### config.mk
export PLATFORM = sky130hd
export DESIGN_NAME = vpic_top
export DESIGN_NICKNAME = d
export VERILOG_FILES = /design/src/rtl/vpic_pkg.sv /design/src/rtl/vpic_resolver.sv /design/src/rtl/vpic_ackseq.sv /design/src/rtl/vpic_top.sv
export SDC_FILE = /design/constraint.sdc
export NUM_CORES = 1
export LEC_CHECK = 0
export CORE_MARGIN = 1
export CORE_UTILIZATION = 40
export DETAILED_ROUTE_END_ITERATION = 16
export DONT_BUFFER_PORTS = 1
export GPL_ROUTABILITY_DRIVEN = 0
export GPL_TIMING_DRIVEN = 0
export PLACE_DENSITY = 0.52
export SLEW_MARGIN = 10
export SYNTH_ARGS = -nofsm -noshare
export SYNTH_HDL_FRONTEND = slang
export SYNTH_SLANG_ARGS = --single-unit
### constraint.sdc
create_clock -name clk -period 5.7 [get_ports clk]
set_input_delay 1.14 -clock clk [delete_from_list [all_inputs] [get_ports clk]]
set_output_delay 1.14 -clock clk [all_outputs]
set_load 0.05 [all_outputs]
### src/rtl/vpic_pkg.sv
package vpic_pkg;
  localparam int NL = 8;
  localparam int LW = $clog2(NL);

  typedef logic [LW-1:0] lvl_t;
  typedef logic [NL-1:0] vec_t;

  typedef struct packed {
    logic poll;
    logic call_mode;
    logic rotate;
  } ctrl_t;

  // Single-vector number: upper bits of base, low bits are the level.
  function automatic logic [7:0] vector_num(logic [7:0] base, lvl_t lvl);
    return {base[7:LW], lvl};
  endfunction

  // Call-mode target address: base plus level times stride.
  function automatic logic [15:0] call_target(logic [15:0] base, lvl_t lvl, int unsigned stride_log2);
    return base + (16'(lvl) << stride_log2);
  endfunction

  function automatic vec_t level_bit(lvl_t lvl);
    return vec_t'(1) << lvl;
  endfunction
endpackage

### src/rtl/vpic_resolver.sv
module vpic_resolver
  import vpic_pkg::*;
(
  input  vec_t bits,
  input  lvl_t bottom,
  output logic found,
  output lvl_t level,
  output lvl_t rank
);
  vec_t rotated;

  // rotated[k] holds the line of rank k (k = 0 is highest priority)
  for (genvar k = 0; k < NL; k++) begin : g_rot
    assign rotated[k] = bits[lvl_t'(bottom + lvl_t'(k + 1))];
  end

  always_comb begin
    found = 1'b0;
    rank  = '0;
    for (int k = NL - 1; k >= 0; k--) begin
      if (rotated[k]) begin
        found = 1'b1;
        rank  = lvl_t'(k);
      end
    end
    level = lvl_t'(rank + bottom + lvl_t'(1));
  end
endmodule

### src/rtl/vpic_ackseq.sv
module vpic_ackseq
  import vpic_pkg::*;
#(
  parameter logic [7:0] CALL_OP     = 8'hCD,
  parameter int         STRIDE_LOG2 = 3
) (
  input  logic       clk,
  input  logic       rst_n,
  input  logic       ack_pulse,
  input  logic       call_mode,
  input  logic       grant_ok,
  input  lvl_t       win_lvl,
  input  logic [7:0] base_lo,
  input  logic [7:0] base_hi,
  output logic       take,
  output logic [7:0] ack_data
);
  typedef enum logic [1:0] {ST_FIRST, ST_LOW, ST_HIGH} step_e;

  step_e       step_q;
  lvl_t        lvl_q;
  logic [7:0]  data_q;
  lvl_t        pick;
  logic [15:0] tgt;

  assign take     = ack_pulse && (step_q == ST_FIRST) && grant_ok;
  assign pick     = grant_ok ? win_lvl : lvl_t'(NL - 1);
  assign tgt      = call_target({base_hi, base_lo}, lvl_q, STRIDE_LOG2);
  assign ack_data = data_q;

  always_ff @(posedge clk) begin
    if (!rst_n) begin
      step_q <= ST_FIRST;
      lvl_q  <= '0;
      data_q <= '0;
    end else if (ack_pulse) begin
      case (step_q)
        ST_FIRST: begin
          lvl_q <= pick;
          if (call_mode) begin
            data_q <= CALL_OP;
            step_q <= ST_LOW;
          end else begin
            data_q <= vector_num(base_lo, pick);
          end
        end
        ST_LOW: begin
          data_q <= tgt[7:0];
          step_q <= ST_HIGH;
        end
        default: begin
          data_q <= tgt[15:8];
          step_q <= ST_FIRST;
        end
      endcase
    end
  end
endmodule

### src/rtl/vpic_top.sv
module vpic_top
  import vpic_pkg::*;
#(
  parameter logic [7:0] CALL_OP     = 8'hCD,
  parameter int         STRIDE_LOG2 = 3
) (
  input  logic       clk,
  input  logic       rst_n,
  input  logic [7:0] irq_in,
  input  logic       bus_wr,
  input  logic       bus_rd,
  input  logic [2:0] bus_addr,
  input  logic [7:0] bus_wdata,
  output logic [7:0] bus_rdata,
  output logic       int_out,
  input  logic       ack_pulse,
  output logic [7:0] ack_data
);
  localparam logic [2:0] A_MASK = 3'd0, A_CTRL = 3'd1, A_LO = 3'd2, A_HI = 3'd3,
                         A_EOI  = 3'd4, A_ISR  = 3'd5, A_POLL = 3'd6;

  vec_t       irq_prev_q, irr_q, isr_q, mask_q;
  ctrl_t      ctrl_q;
  logic [7:0] lo_q, hi_q;
  lvl_t       bottom_q;

  // named internal events
  lvl_t eff_bottom;
  vec_t pend;
  logic req_found, isr_found, beats;
  lvl_t req_lvl, req_rank, isr_lvl, isr_rank;
  logic ack_take, poll_take, grant_fire, eoi_fire;
  vec_t grant_vec, eoi_vec, edge_vec;
  lvl_t grant_lvl;

  assign eff_bottom = ctrl_q.rotate ? bottom_q : lvl_t'(NL - 1);
  assign pend       = irr_q & ~mask_q;

  vpic_resolver u_req (.bits(pend),  .bottom(eff_bottom), .found(req_found), .level(req_lvl), .rank(req_rank));
  vpic_resolver u_isr (.bits(isr_q), .bottom(eff_bottom), .found(isr_found), .level(isr_lvl), .rank(isr_rank));

  assign beats   = req_found && (!isr_found || (req_rank < isr_rank));
  assign int_out = beats && !ctrl_q.poll;

  vpic_ackseq #(.CALL_OP(CALL_OP), .STRIDE_LOG2(STRIDE_LOG2)) u_ack (
    .clk, .rst_n, .ack_pulse,
    .call_mode(ctrl_q.call_mode),
    .grant_ok (beats),
    .win_lvl  (req_lvl),
    .base_lo  (lo_q),
    .base_hi  (hi_q),
    .take     (ack_take),
    .ack_data
  );

  assign poll_take  = bus_rd && (bus_addr == A_POLL) && beats;
  assign grant_fire = ack_take || poll_take;
  assign grant_lvl  = req_lvl;
  assign grant_vec  = grant_fire ? level_bit(grant_lvl) : '0;
  assign eoi_fire   = bus_wr && (bus_addr == A_EOI) && isr_found;
  assign eoi_vec    = eoi_fire ? level_bit(isr_lvl) : '0;
  assign edge_vec   = irq_in & ~irq_prev_q;

  always_ff @(posedge clk) begin
    if (!rst_n) begin
      irq_prev_q <= '0;
      irr_q      <= '0;
      isr_q      <= '0;
      mask_q     <= '0;
      ctrl_q     <= '0;
      lo_q       <= '0;
      hi_q       <= '0;
      bottom_q   <= lvl_t'(NL - 1);
    end else begin
      irq_prev_q <= irq_in;
      irr_q      <= (irr_q & ~grant_vec) | edge_vec;
      isr_q      <= (isr_q & ~eoi_vec) | grant_vec;
      if (eoi_fire && ctrl_q.rotate) bottom_q <= isr_lvl;
      if (bus_wr) begin
        case (bus_addr)
          A_MASK:  mask_q <= bus_wdata;
          A_CTRL:  ctrl_q <= ctrl_t'(bus_wdata[2:0]);
          A_LO:    lo_q   <= bus_wdata;
          A_HI:    hi_q   <= bus_wdata;
          default: ;
        endcase
      end
    end
  end

  always_comb begin
    case (bus_addr)
      A_MASK:  bus_rdata = mask_q;
      A_CTRL:  bus_rdata = {5'b0, ctrl_q};
      A_LO:    bus_rdata = lo_q;
      A_HI:    bus_rdata = hi_q;
      A_EOI:   bus_rdata = irr_q;
      A_ISR:   bus_rdata = isr_q;
      A_POLL:  bus_rdata = beats ? {1'b1, 4'b0, req_lvl} : 8'h00;
      default: bus_rdata = 8'h00;
    endcase
  end
endmodule

==> summary.md, run 1 <==
## Flow run
- Max-Cap Viols: 0

## Floorplan
- area of the placeable core: 11500 um^2
- number of placement rows: 39
- initial standard-cell utilization of the core: 0.411
- Die Wd: 111 um
- area of the die: 12200 um^2
- top-level port count: 41
- die height: 111 um

## Placement
- placed instance area: 4900 um^2
- half-perimeter wire length of the detailed placement result: 11000 um
- count of buffers inserted at the top-level ports: 0
- number of placed instances with taps included: 702

## Logic synthesis
- count of distinct cell types in the synthesized netlist: 72
- fraction of synthesized area in multiplexers: 0.135
- share of async-settable or async-resettable flops after synthesis: 0
- synthesized area: 4720 um^2
- synthesized-area fraction occupied by xor and xnor cells: 0.0371
- sequential fraction of the synthesis area: 0.284
- Synth Area in Simple Gates: 0.244
- combinational family with the most area after synthesis: simple AND/OR/NAND/NOR gates
- Yosys warnings: 0
- most instantiated flip-flop cell in the synthesis netlist: sky130_fd_sc_hd__dfxtp_1
- Adder-Cell Fraction of Synth Area: 0.0339
- complex-gate fraction of the synthesized area: 0.215
- synthesized flop and latch total: 67
- nets in the synthesized netlist: 594
- number of enable-type register cells in the synthesized netlist: 0
- Syn Inst Count: 559
- average footprint of a synthesized cell: 8.44 um^2

## STA
- Tcrit/Tclk final: 0.960
- Clock Skews: 0.00758 ns
- worst hold margin: 0.479 ns
- Final Max Slew Viols: 0
- setup repair after global routing missed its margin: no
- highest clock rate: 183 MHz
- final-layout setup total negative slack: 0 ns
- final critical-path required period: 5.47 ns
- count of endpoints failing hold in the final timing report: 0
- headroom to the max-slew limit: 0.222
- setup violation total in the final timing report: 0
- measured slew at the worst slew-check pin: 1.19 ns

## Clock network
- clock-pin slew on the worst setup and hold paths: 0.06 ns
- CTS Buf Count: 9
- worst skew pair latency: 0.34 ns
- htree depth: 3
- number of sinks on the clock net: 67
- CTS tree: built
- post-cts hold buffer count: 0
- clock tree buffer depth: 2
- CTS Root Buffer Type: sky130_fd_sc_hd__clkbuf_16

## Detailed routing
- detailed-route via count: 4122
- DRT Wirelength: 14100 um
- drt first-iter violations: 268
- residual DRC count: 0
- post-detailed-route wirelength per cell: 19.6 um
- Antenna Violating Nets Remaining: 0
- ratio of routed vias to standard cells: 5.73
- iteration count of the initial detailed-routing pass: 5

## Setup path
- Startpoint Class: flop
- data required time of the worst path: 4.56 ns
- number of cell instances on the worst register-to-register path: 18
- CP Data Arrival Time: 4.33 ns
- worst reg-to-reg setup slack: 1.38 ns
- Crit. End Element: primary output
- reg-to-reg endpoint: irr_q[7]
- Max Fanout on Critical Path: 11
- reg-to-reg startpoint: ctrl_q[0]
- critical path class: reg2out

## Worst hold path
- Hold Crit Depth: 2
- end point of the worst hold path: lo_q[2]
- Worst Min Path Start: lo_q[2]
- min-delay worst type: reg2reg

## Cells and area
- design area: 5340 um^2
- most used cells in the layout excluding fill and tap cells: sky130_fd_sc_hd__nand2_1 (92), sky130_fd_sc_hd__dfxtp_1 (65), sky130_fd_sc_hd__a21oi_1 (47), sky130_fd_sc_hd__nor2_1 (26), sky130_fd_sc_hd__mux2i_1 (24)
- n_diodes: 0
- signed area change from the synthesized netlist to the final layout: 13.1%
- share of final-layout standard cells stronger than drive strength 1: 0.139
- leading cell type in the layout, fill and taps excluded: sky130_fd_sc_hd__nand2_1
- count of placed standard cells in the final layout, fillers left out: 720
- layout net count: 607
- number of fill cells: 1117

## GRT
- pin count of the biggest net entering global routing: 13
- total grt overflow: 0
- first-pass GRT wire length: 22300 um
- GRT Overall Usage: 0.234
- antenna violations before repair: 0
- via count of the first global-routing pass: 3985

## Status
- run status: finished, final reports clean

## Power and ir drop
- Pwr Density: 356 nW/um^2
- static power due to leakage: 1.98 nW
- maximum vdd ir drop: 0.192 mV

-- worst max-delay path by stage --
stage                            from      endpoint
after global routing      bottom_q[1]  bus_rdata[7]
after global placement      ctrl_q[0]  bus_rdata[0]
after detailed placement    ctrl_q[0]  bus_rdata[0]
after floorplan             ctrl_q[0]  bus_rdata[0]
final                       ctrl_q[0]  bus_rdata[7]
after CTS                 bottom_q[1]  bus_rdata[2]
-- layer usage --
metal | GRT usage | vias up | wire (um)
li1 | - | 2057 | -
met1 | 0.295 | 1960 | 6250
met2 | 0.390 | 85 | 6820
met3 | 0.0488 | 20 | 594
met4 | 0.0933 | 0 | 420
met5 | 0 | - | 0
-- sequential cells by signal, summed over array words and instances (netlist names) --
name            count
isr_q               8
irq_prev_q          8
u_ack.step_q        2
mask_q              8
ctrl_q              3
hi_q                8
u_ack.ack_data      8
bottom_q            3
u_ack.lvl_q         3
irr_q               8
lo_q                8
-- layout make-up --
type,count,area [um^2],share of cell area
multi-input combinational,444,3210,0.601
sequential,67,1340,0.252
clock buffer,9,225,0.0422
buffer,32,181,0.0340
tap,143,179,0.0335
clock inverter,7,116,0.0218
inverter,16,67.6,0.0127
timing repair buffer,2,15.0,0.00281
-- worst max-delay path, cell delays in order, from the launching register on --
cell                       delay, ns
sky130_fd_sc_hd__dfxtp_2        0.38
sky130_fd_sc_hd__buf_4          0.18
sky130_fd_sc_hd__nand2b_1       0.07
sky130_fd_sc_hd__buf_6          0.16
sky130_fd_sc_hd__ha_4           0.19
sky130_fd_sc_hd__xnor2_4        0.15
sky130_fd_sc_hd__mux4_2         0.35
sky130_fd_sc_hd__and2b_2        0.26
sky130_fd_sc_hd__or3_1          0.35
sky130_fd_sc_hd__a21oi_1        0.15
sky130_fd_sc_hd__nand2b_4       0.16
sky130_fd_sc_hd__inv_1          0.04
sky130_fd_sc_hd__ha_1           0.19
sky130_fd_sc_hd__a21oi_2        0.15
sky130_fd_sc_hd__nand2_1        0.07
sky130_fd_sc_hd__a21bo_1        0.19
sky130_fd_sc_hd__o31a_1         0.14
sky130_fd_sc_hd__or2_4          0.28
sky130_fd_sc_hd__o211ai_1       0.51
-- report_power, final --
part / switching, mW / internal (mW)
Combinational: 0.402 / 0.247
Sequential: 0.0901 / 0.515
Clock: 0.221 / 0.426
Total: 0.713 / 1.19
-- Yosys cell counts, drive strengths merged (4+ instances only) --
master / n / area [um^2]
o22ai: 8 / 50.1
and4bb: 4 / 50.1
nor2: 29 / 114
a2111oi: 7 / 104
nand2: 92 / 345
nor2b: 19 / 119
or3: 5 / 31.3
nor3: 10 / 55.1
a21oi: 49 / 245
o31ai: 4 / 30.0
ha: 8 / 100
o211ai: 4 / 30.0
xnor2: 12 / 131
o21ai: 24 / 120
mux2: 4 / 45.0
buf: 14 / 103
clkbuf: 18 / 67.6
xor2: 5 / 43.8
nand2b: 23 / 159
dfxtp: 67 / 1340
inv: 16 / 67.6
mux2i: 26 / 277
nand3: 10 / 50.1
and2: 12 / 75.1
mux4: 14 / 315
o221ai: 5 / 43.8
a22oi: 8 / 60.1
or2: 5 / 31.3
a211oi: 7 / 52.6
a21o: 7 / 52.6
nor3b: 4 / 35.0
nand4: 4 / 25.0
-- through the flow --
| stage | worst slack [ns] | total power [mW] | utilization |
|---|---|---|---|
| global route | 0.0484 | 1.99 | 0.465 |
| detailed placement | -0.380 | 1.23 | 0.427 |
| CTS | 0.0642 | 1.90 | 0.462 |
| floorplan | 0.242 | 1.07 | - |
| finish | 0.229 | 1.90 | 0.465 |
| global placement | -0.313 | 1.23 | 0.427 |
-- logic make-up (layout without fill, tap and decap cells) --
group | count (synthesis) | count (layout)
and+or+nand+nor | 225 | 225
adders and majority gates | 11 | 11
muxes | 44 | 44
DFF | 67 | 67
xor gates and xnor gates | 17 | 17
buffers and inverters | 48 | 66
AOI/OAI and AO/OA | 147 | 147
-- what timing repair did --
| action | in CTS | in global routing |
|---|---|---|
| pin swaps | 2 | 4 |
| gates resized for setup | 15 | 5 |
| cloned | 0 | 0 |
| endpoints found under the setup margin | 5 | 5 |
| buffers inserted | 0 | 2 |
Power figures use the tool's default switching activity.
==> run 2: changes to the inputs <==
--- a/config.mk
+++ b/config.mk
@@ -11,6 +11,7 @@
 export DONT_BUFFER_PORTS = 1
 export GPL_ROUTABILITY_DRIVEN = 0
 export GPL_TIMING_DRIVEN = 0
+export MAX_ROUTING_LAYER = met4
 export PLACE_DENSITY = 0.52
 export SLEW_MARGIN = 10
 export SYNTH_ARGS = -nofsm -noshare
==> run 2 against run 1 <==
- first-iteration DRC count decreased by 0.75%
- final area unchanged
- clock power is essentially flat
- critical path depth unchanged
- die area stayed put
- non-clock buffer count did not move
- sequential share of layout area did not move
- sequential power is essentially flat
- critical path type unchanged
- largest cell class unchanged
==> summary.md, run 2 (synthesis gave the netlist of run 1 again) <==
## Status
- run status: finished, final reports clean

## Power and ir drop
- sequential share of power: 0.319
- fraction of power spent switching nets: 0.374
- clock network fraction of total power: 0.340
- Total Power Consumption: 1.90 mW
- static power due to leakage: 1.98 nW
- maximum vdd ir drop: 0.191 mV
- Pwr Density: 356 nW/um^2
- net switching power: 711 uW
- part of the total power dissipated in combinational logic: 0.341
- internal cell power: 1.19 mW

## STA
- worst hold margin: 0.480 ns
- setup repair after global routing missed its margin: no
- count of endpoints failing hold in the final timing report: 0
- highest clock rate: 183 MHz
- setup violation total in the final timing report: 0
- Final Max Slew Viols: 0
- final critical-path required period: 5.47 ns
- Clock Skews: 0.00751 ns
- headroom to the max-slew limit: 0.217
- measured slew at the worst slew-check pin: 1.20 ns
- setup ws final: 0.229 ns
- Tcrit/Tclk final: 0.960

## Floorplan
- Die Wd: 111 um
- number of placement rows: 39
- top-level port count: 41
- die height: 111 um
- area of the placeable core: 11500 um^2
- area of the die: 12200 um^2
- initial standard-cell utilization of the core: 0.411

## Detailed routing
- drt first-iter violations: 266
- detailed-route via count: 4120
- iteration count of the initial detailed-routing pass: 4
- residual DRC count: 0
- ratio of routed vias to standard cells: 5.72
- DRT Wirelength: 14000 um
- Antenna Violating Nets Remaining: 0
- post-detailed-route wirelength per cell: 19.5 um

## Clock network
- htree depth: 3
- clock tree buffer depth: 2
- CTS Buf Count: 9
- number of sinks on the clock net: 67
- worst skew pair latency: 0.34 ns
- post-cts hold buffer count: 0
- clock-pin slew on the worst setup and hold paths: 0.06 ns
- CTS tree: built
- CTS Root Buffer Type: sky130_fd_sc_hd__clkbuf_16

## GRT
- peak-usage layer in the global routing report: met2
- total grt overflow: 0
- pin count of the biggest net entering global routing: 13
- met3 Track Usage GR: 0.0565
- first-pass GRT wire length: 22200 um
- via count of the first global-routing pass: 3992
- met1 Resource Use GR: 0.294
- GRT Overall Usage: 0.242
- routing usage on met2: 0.391
- antenna violations before repair: 0

## Flow run
- Max-Cap Viols: 0

## Setup path
- Startpoint Class: flop
- data required time of the worst path: 4.56 ns
- critical path cell sequence: clkbuf_4 > nand2b_1 > buf_6 > ha_4 > xnor2_4 > mux4_2 > and2b_2 > or3_1 > a21oi_1 > nand2b_4 > inv_1 > ha_1 > a21oi_2 > nand2_1 > a21bo_1 > o31a_1 > or2_4 > o211ai_1
- reg-to-reg startpoint: bottom_q[1]
- Max stage delay on crit path: 0.51 ns
- Crit. End Element: primary output
- critical path class: reg2out
- slowest library cell on the worst path: sky130_fd_sc_hd__o211ai_1
- worst setup path startpoint: bottom_q[1]
- CP Data Arrival Time: 4.33 ns
- Max Fanout on Critical Path: 11

## Cells and area
- number of fill cells: 1117
- n_diodes: 0
- most used cells in the layout excluding fill and tap cells: sky130_fd_sc_hd__nand2_1 (92), sky130_fd_sc_hd__dfxtp_1 (65), sky130_fd_sc_hd__a21oi_1 (47), sky130_fd_sc_hd__nor2_1 (26), sky130_fd_sc_hd__mux2i_1 (24)
- share of final-layout standard cells stronger than drive strength 1: 0.139
- layout net count: 607
- leading cell type in the layout, fill and taps excluded: sky130_fd_sc_hd__nand2_1
- signed area change from the synthesized netlist to the final layout: 13.1%

## Placement
- half-perimeter wire length of the detailed placement result: 11000 um
- count of buffers inserted at the top-level ports: 0
- worst-case setup slack after placement: -0.380 ns

## Worst hold path
- min-delay worst type: reg2reg
- Worst Min Path Start: lo_q[2]

==> run 2: cell counts in the layout (fill, tap and decap cells not counted) <==
Identical to the previous run, type by type.
==> run 2: power groups by stage <==
stage / combinational [mW] / clock [mW] / sequential [mW]
after floorplan: 0.489 / 0 / 0.582
after global placement: 0.610 / 0 / 0.616
after detailed placement: 0.616 / 0 / 0.616
after CTS: 0.640 / 0.650 / 0.607
after global routing: 0.710 / 0.670 / 0.612
final: 0.649 / 0.646 / 0.606
==> run 2: critical path, delay by kind of cell (launching register included) <==
| family | cells | cell delay [ns] |
|---|---|---|
| and+or+nand+nor | 6 | 1.28 |
| AOI/OAI and AO/OA | 5 | 1.14 |
| buffers and inverters | 3 | 0.37 |
| xor gates and xnor gates | 1 | 0.15 |
| adders and majority gates | 2 | 0.38 |
| DFF | 1 | 0.29 |
| muxes | 1 | 0.36 |
==> run 2: worst paths after layout <==
check / endpoint / slack (ns) / cells past startpoint
worst min register to register: lo_q[2] / 0.48 / 2
worst max register to register: irr_q[7] / 1.36 / 18
worst min-delay path: lo_q[2] / 0.48 / 2
worst max-delay path: bus_rdata[7] / 0.23 / 18
==> run 2: area by class of cell <==
| type | count | area (um^2) | share of cell area |
|---|---|---|---|
| Buffer | 32 | 181 | 0.0340 |
| Inverter | 16 | 67.6 | 0.0127 |
| Clock inverter | 7 | 116 | 0.0218 |
| Clock buffer | 9 | 225 | 0.0422 |
| Sequential cell | 67 | 1340 | 0.252 |
| Multi-Input combinational cell | 444 | 3210 | 0.601 |
| Timing Repair Buffer | 2 | 15.0 | 0.00281 |
| Tap cell | 143 | 179 | 0.0335 |
==> run 2: per-layer routing <==
layer,wire (um),vias up
met2,6760,72
met4,395,0
met1,6270,1969
li1,-,2058
met3,615,21
met5,0,-
==> run 2: timing repair <==
item,4_1_cts,5_1_grt
buffers inserted,0,2
hold endpoints to repair,0,0
pin swaps,2,4
gates resized for setup,15,5
endpoints found under the setup margin,5,5
==> run 2: through the flow <==
stage          std cells  utilization  setup TNS (ns)  cell area, um^2
5_1_grt              720        0.465               0             5340
2_1_floorplan        559            -               0             4720
6_report             720        0.465               0             5340
3_3_place_gp         702        0.427          -0.468             4900
3_5_place_dp         702        0.427          -0.664             4900
4_1_cts              718        0.462               0             5290
